--- src/rtl/boot_pkg.sv ---
package boot_pkg;

    typedef enum logic [1:0] {
        BS_RUN  = 2'd0,
        BS_HELD = 2'd1,
        BS_BOOT = 2'd2
    } boot_state_e;

    typedef struct packed {
        logic       psw_clr;
        logic [1:0] cfg_rd;
        logic       pc_ld;
    } boot_act_s;

    localparam int NUM_CFG_READS = 2;

    function automatic int cfg_step(input int first_st, input int gap_st, input int idx);
        return first_st + idx * gap_st;
    endfunction

endpackage

--- src/rtl/rst_pin_qual.sv ---
module rst_pin_qual #(
    parameter int SYNC_STAGES = 2,
    parameter int MIN_LOW_ST  = 16
) (
    input  logic clk_i,
    input  logic rst_i,
    input  logic pin_n_i,
    input  logic st_tick_i,
    output logic pin_hi_o,
    output logic long_low_o
);
    localparam int CNT_W = $clog2(MIN_LOW_ST + 1);
    localparam logic [CNT_W-1:0] CNT_MAX = CNT_W'(MIN_LOW_ST);

    logic [SYNC_STAGES-1:0] sync_q;
    logic [CNT_W-1:0]       low_cnt_q;

    // pin synchronizer; idle value is "pin high"
    always_ff @(posedge clk_i) begin
        if (rst_i) begin
            sync_q <= '1;
        end else begin
            sync_q <= {sync_q[SYNC_STAGES-2:0], pin_n_i};
        end
    end

    assign pin_hi_o = sync_q[SYNC_STAGES-1];

    // state-time counter of continuous low level, saturating
    always_ff @(posedge clk_i) begin
        if (rst_i || pin_hi_o) begin
            low_cnt_q <= '0;
        end else if (st_tick_i && (low_cnt_q != CNT_MAX)) begin
            low_cnt_q <= low_cnt_q + 1'b1;
        end
    end

    assign long_low_o = (low_cnt_q == CNT_MAX) && !pin_hi_o;

endmodule

--- src/rtl/st_phase_gen.sv ---
module st_phase_gen (
    input  logic clk_i,
    input  logic rst_i,
    input  logic resync_i,
    output logic clkout_o,
    output logic st_tick_o
);
    logic phase_q;

    always_ff @(posedge clk_i) begin
        if (rst_i || resync_i) begin
            phase_q <= 1'b0;
        end else begin
            phase_q <= ~phase_q;
        end
    end

    assign clkout_o  = phase_q;
    // a state time closes on its second oscillator cycle
    assign st_tick_o = phase_q;

endmodule

--- src/rtl/boot_step_fsm.sv ---
module boot_step_fsm
    import boot_pkg::*;
#(
    parameter int SEQ_ST       = 10,
    parameter int CFG_FIRST_ST = 2,
    parameter int CFG_GAP_ST   = 2
) (
    input  logic      clk_i,
    input  logic      rst_i,
    input  logic      pin_hi_i,
    input  logic      long_low_i,
    input  logic      st_tick_i,
    input  logic      ea_pin_i,
    output logic      resync_o,
    output logic      busy_o,
    output boot_act_s act_o,
    output logic      ea_lat_o
);
    localparam int STEP_W = $clog2(SEQ_ST);
    localparam logic [STEP_W-1:0] LAST_STEP = STEP_W'(SEQ_ST - 1);

    boot_state_e       state_q, state_d;
    logic [STEP_W-1:0] step_q, step_d;
    logic              ea_q;
    logic              live;

    always_comb begin
        state_d = state_q;
        step_d  = step_q;
        unique case (state_q)
            BS_RUN: begin
                if (long_low_i) begin
                    state_d = BS_HELD;
                end
            end
            BS_HELD: begin
                if (pin_hi_i) begin
                    state_d = BS_BOOT;
                    step_d  = '0;
                end
            end
            BS_BOOT: begin
                if (!pin_hi_i) begin
                    state_d = BS_HELD;
                    step_d  = '0;
                end else if (st_tick_i) begin
                    if (step_q == LAST_STEP) begin
                        state_d = BS_RUN;
                        step_d  = '0;
                    end else begin
                        step_d = step_q + 1'b1;
                    end
                end
            end
            default: begin
                state_d = BS_RUN;
                step_d  = '0;
            end
        endcase
    end

    always_ff @(posedge clk_i) begin
        if (rst_i) begin
            state_q <= BS_RUN;
            step_q  <= '0;
        end else begin
            state_q <= state_d;
            step_q  <= step_d;
        end
    end

    always_ff @(posedge clk_i) begin
        if (rst_i) begin
            ea_q <= 1'b0;
        end else if (state_q == BS_HELD) begin
            ea_q <= ea_pin_i;
        end
    end

    assign resync_o = (state_q == BS_HELD) && pin_hi_i;
    assign busy_o   = (state_q != BS_RUN);
    assign ea_lat_o = ea_q;
    assign live     = (state_q == BS_BOOT) && pin_hi_i && st_tick_i;

    assign act_o.psw_clr = live && (step_q == '0);
    assign act_o.pc_ld   = live && (step_q == LAST_STEP);

    for (genvar gi = 0; gi < NUM_CFG_READS; gi++) begin : g_cfg
        localparam logic [STEP_W-1:0] RD_STEP = STEP_W'(cfg_step(CFG_FIRST_ST, CFG_GAP_ST, gi));
        assign act_o.cfg_rd[gi] = live && (step_q == RD_STEP);
    end

endmodule

--- src/rtl/boot_sequencer.sv ---
module boot_sequencer
    import boot_pkg::*;
#(
    parameter int              ADDR_W       = 16,
    parameter int              SYNC_STAGES  = 2,
    parameter int              MIN_LOW_ST   = 16,
    parameter int              SEQ_ST       = 10,
    parameter int              CFG_FIRST_ST = 2,
    parameter int              CFG_GAP_ST   = 2,
    parameter logic [ADDR_W-1:0] CFG_ADDR0  = 16'h2018,
    parameter logic [ADDR_W-1:0] CFG_ADDR1  = 16'h201A,
    parameter logic [ADDR_W-1:0] BOOT_VEC   = 16'h2080
) (
    input  logic              clk_i,
    input  logic              rst_i,
    input  logic              rst_pin_n_i,
    input  logic              ea_pin_i,
    output logic              clkout_o,
    output logic              boot_busy_o,
    output logic              psw_clear_o,
    output logic [1:0]        cfg_rd_o,
    output logic [ADDR_W-1:0] cfg_addr_o,
    output logic              pc_load_o,
    output logic [ADDR_W-1:0] pc_vec_o,
    output logic              ea_latched_o
);
    logic      pin_hi;
    logic      long_low;
    logic      st_tick;
    logic      resync;
    boot_act_s act;

    rst_pin_qual #(
        .SYNC_STAGES(SYNC_STAGES),
        .MIN_LOW_ST (MIN_LOW_ST)
    ) qual_i (
        .clk_i     (clk_i),
        .rst_i     (rst_i),
        .pin_n_i   (rst_pin_n_i),
        .st_tick_i (st_tick),
        .pin_hi_o  (pin_hi),
        .long_low_o(long_low)
    );

    st_phase_gen phase_i (
        .clk_i    (clk_i),
        .rst_i    (rst_i),
        .resync_i (resync),
        .clkout_o (clkout_o),
        .st_tick_o(st_tick)
    );

    boot_step_fsm #(
        .SEQ_ST      (SEQ_ST),
        .CFG_FIRST_ST(CFG_FIRST_ST),
        .CFG_GAP_ST  (CFG_GAP_ST)
    ) fsm_i (
        .clk_i     (clk_i),
        .rst_i     (rst_i),
        .pin_hi_i  (pin_hi),
        .long_low_i(long_low),
        .st_tick_i (st_tick),
        .ea_pin_i  (ea_pin_i),
        .resync_o  (resync),
        .busy_o    (boot_busy_o),
        .act_o     (act),
        .ea_lat_o  (ea_latched_o)
    );

    assign psw_clear_o = act.psw_clr;
    assign cfg_rd_o    = act.cfg_rd;
    assign pc_load_o   = act.pc_ld;
    assign pc_vec_o    = act.pc_ld ? BOOT_VEC : '0;

    logic [NUM_CFG_READS-1:0][ADDR_W-1:0] addr_terms;

    for (genvar gi = 0; gi < NUM_CFG_READS; gi++) begin : g_addr
        localparam logic [ADDR_W-1:0] THIS_ADDR = (gi == 0) ? CFG_ADDR0 : CFG_ADDR1;
        assign addr_terms[gi] = act.cfg_rd[gi] ? THIS_ADDR : '0;
    end

    always_comb begin
        cfg_addr_o = '0;
        for (int i = 0; i < NUM_CFG_READS; i++) begin
            cfg_addr_o = cfg_addr_o | addr_terms[i];
        end
    end

endmodule

--- config.mk ---
export PLATFORM = sky130hd
export DESIGN_NAME = boot_sequencer
export DESIGN_NICKNAME = d
export VERILOG_FILES = /design/src/rtl/boot_pkg.sv /design/src/rtl/rst_pin_qual.sv /design/src/rtl/st_phase_gen.sv /design/src/rtl/boot_step_fsm.sv /design/src/rtl/boot_sequencer.sv
export SDC_FILE = /design/constraint.sdc
export NUM_CORES = 1
export LEC_CHECK = 0
export CAP_MARGIN = 15
export CORE_ASPECT_RATIO = 0.75
export CORE_UTILIZATION = 43
export DETAILED_ROUTE_END_ITERATION = 8
export MAX_ROUTING_LAYER = met4
export PLACE_DENSITY = 0.8
export SYNTH_ARGS = -nofsm -noshare
export SYNTH_HDL_FRONTEND = slang
export SYNTH_SLANG_ARGS = --single-unit
--- constraint.sdc ---
create_clock -name clk_i -period 2.2 [get_ports clk_i]
set_input_delay 0.66 -clock clk_i [delete_from_list [all_inputs] [get_ports clk_i]]
set_output_delay 0.66 -clock clk_i [all_outputs]
set_load 0.02 [all_outputs]
==> out/qor.yml <==
route:
  vias: 814
  wl_mm: 1.796
  drt_iter0_drc: 30
  drc_errors: 0
  wl_per_cell_um: 10.20
  avgViaCountPerCell: 4.625
  ant_nets: 0
  drt_first_pass_iters: 5
yosys:
  synth-compound-area-share: 0.1102
  synthAdderAreaFrac: 0.02320
  synthXorXnorAreaFrac: 0.02436
  synth.area.mux_share: 0.01972
  synth-simple-area-share: 0.2517
  syn-mean-instance-area_um2: 8.560
  yosysSeqAreaShare: 0.2784
  yosys_register_bits: 15
  synth_edf_count: 0
  synth_cell_type_count: 42
  synthesis.area_um2: 1079
  synthArstFlopShare: 0
  yosys_warnings: 0
  synth_top_family_by_area: "buffers and inverters"
  synth_cells: 126
  synth_ff_type: "dfxtp_1"
run_status:
  status: "finished clean"
floorplanning:
  ios: 43
  die_width_um: 59.83
  rows: 15
  start_util: 0.4634
  die_area_um2: 2714
  die_h_um: 45.37
  core_um2: 2327
global_route:
  grt_usage: 0.1433
  grt_antenna_before_repair: 0
  grt_pass1_wl_mm: 2.835
  grt_max_degree: 13
  grt_remaining_overflow: 0
  grt_pass1_vias: 656
clocking:
  cts.sinks: 15
  clk_latency_ns: 0.28
  cts_buffers: 3
  holdBufCountCts: 0
  cts_tree: "yes"
  clk_pin_slew_ns: 0.09
  cts-root-buf: "clkbuf_4"
  clock_path_buffers: 2
  cts_htree_levels: 1
place:
  place_congestion: 0.8348
  portBuffers: 16
  dp_hpwl_mm: 1.358
  placedCellCount: 171
  dpl_worst_slack_ns: -0.1483
  dpl_cell_area_um2: 1171
min_path:
  worstHoldEndpoint: "qual_i.sync_q[1]"
  worstHoldStart: "qual_i.sync_q[0]"
  whs_path_depth: 1
  hold_class: "register to register"
sta:
  fmax_ghz: 0.4616
  min_period_ns: 2.167
  hold_viol: 0
  rsz0062_at_grt: "yes"
  finalMaxSlewViolations: 0
  slew_headroom: 0.6514
  finalCritPeriodShare: 0.9848
  setup_slack_ns: 0.03346
  tightest_slew_ns: 0.5159
  setup_viol: 0
  finClkSkew_ns: 0.006955
setup_path:
  worstRegToRegCells: 5
  timing.rr.start: "qual_i.low_cnt_q[0]"
  start_kind: "register"
  crit_required_ns: 1.54
  critPathKind: "register to output pin"
  r2r_setup_slack_ns: 0.74
  path_max_fanout: 4
  rr_endpoint: "qual_i.low_cnt_q[1]"
  cp.arrival_ns: 1.51
  worst_setup_path_end_kind: "output pin"
flow_run:
  maxCapViolCount: 0
pwr:
  p_leak_nw: 0.5302
  power_density_nw_per_um2: 429.4
  total_power_mw: 0.5007
  ir_drop_uv: 229.8
final_layout:
  final_nets: 149
  syn_to_final_growth_pct: 8.121
  final_area_um2: 1166
  antenna_cells: 0
  final_cells: 176
  layout-drive-gt1-share: 0.2676
==> kinds of logic (layout without fill, tap and decap cells) <==
kind of cell / after synthesis / count (layout)
buffers and inverters: 46 / 37
and+or+nand+nor: 37 / 37
AOI/OAI and AO/OA: 20 / 20
DFF: 15 / 15
xor gates and xnor gates: 3 / 3
adders and majority gates: 2 / 2
muxes: 2 / 2
other: 1 / 26
==> layout by cell type, fill, tap and decap left out, types with 4 or more instances in the layout <==
cell             count
conb_1              26
buf_4               14
dfxtp_1             11
a21oi_1              9
inv_1                6
nor2_1               5
clkdlybuf4s50_1      5
o21ai_0              4
nand3_1              4
dfxtp_2              4
buf_2                4
==> sequential cells by signal, summed over array words and instances, names as in the netlist <==
signal / cells
fsm_i.state_q: 2
fsm_i.ea_lat_o: 1
phase_i.clkout_o: 1
qual_i.low_cnt_q: 5
qual_i.sync_q: 2
fsm_i.step_q: 4
==> worst max-delay path, stage by stage (launching register included) <==
cell      delay (ns)
dfxtp_2         0.33
nand4b_4        0.16
or3_4           0.38
nor3b_4         0.20
buf_4           0.17
==> worst max-delay path by stage <==
stage	startpoint	end	slack, ns	cells after the start
after floorplan	phase_i.clkout_o	cfg_rd_o[1]	0.02	5
after global placement	fsm_i.state_q[1]	cfg_addr_o[1]	-0.10	4
after detailed placement	fsm_i.state_q[1]	cfg_rd_o[1]	-0.15	4
after CTS	fsm_i.state_q[0]	cfg_rd_o[1]	0.01	4
after global routing	fsm_i.state_q[0]	cfg_rd_o[1]	-0.05	4
final	fsm_i.state_q[0]	cfg_rd_o[1]	0.03	4
==> stage by stage <==
step                  util  TNS [ns]  hold slack (ns)
floorplan                -         0           0.3895
global placement    0.5032   -0.4858           0.4170
detailed placement  0.5032   -0.6849           0.4222
CTS                 0.5011         0           0.4370
global route        0.5011   -0.1079           0.4493
finish              0.5011         0           0.4371
==> layer usage <==
| layer | wire length [um] | GRT usage | share of wire | vias up |
|---|---|---|---|---|
| met4 | 0 | 0.02791 | 0 | 0 |
| met5 | 0 | - | 0 | - |
| met1 | 832 | 0.1951 | 0.46 | 365 |
| met3 | 164 | 0.03977 | 0.091 | 0 |
| met2 | 798 | 0.2133 | 0.44 | 47 |
| li1 | - | - | - | 402 |
==> timing repair <==
item | 4_1_cts | 5_1_grt
endpoints found under the hold margin | 0 | 0
resized for setup | 36 | 8
buffers inserted | 0 | 1
pin swaps | 0 | 1
endpoints found under the setup margin | 11 | 7
==> cells in the mapped netlist, types with 2 or more instances <==
cell type,instances,area share
nand4_1,3,0.017
clkbuf_1,3,0.010
ha_1,2,0.023
inv_1,6,0.021
nand2b_1,3,0.017
xor2_1,2,0.016
o21ai_0,4,0.019
a21oi_1,9,0.042
dfxtp_1,15,0.28
nand3_1,4,0.019
nor2b_1,2,0.012
buf_2,3,0.014
nor2_1,6,0.021
buf_4,32,0.22
nor3b_2,2,0.023
nand4bb_1,2,0.021
buf_6,2,0.021
or2_2,2,0.012
==> power breakdown <==
group,switching (mW),total (mW),internal (mW),leakage (nW)
Sequential,0.00252,0.278,0.275,0.122
Combinational,0.0546,0.0698,0.0151,0.390
Clock,0.0861,0.153,0.0674,0.0177
==> layout make-up <==
cell class / count / area [um2]
clock buffers: 3 / 22.52
clock inverters: 1 / 5.005
fillers: 238 / 1161
inverters: 6 / 22.52
multi-input cells: 90 / 569.3
flip-flops and latches: 15 / 305.3
well taps: 34 / 42.54
repair buffers: 27 / 198.9
Power figures use the tool's default switching activity.
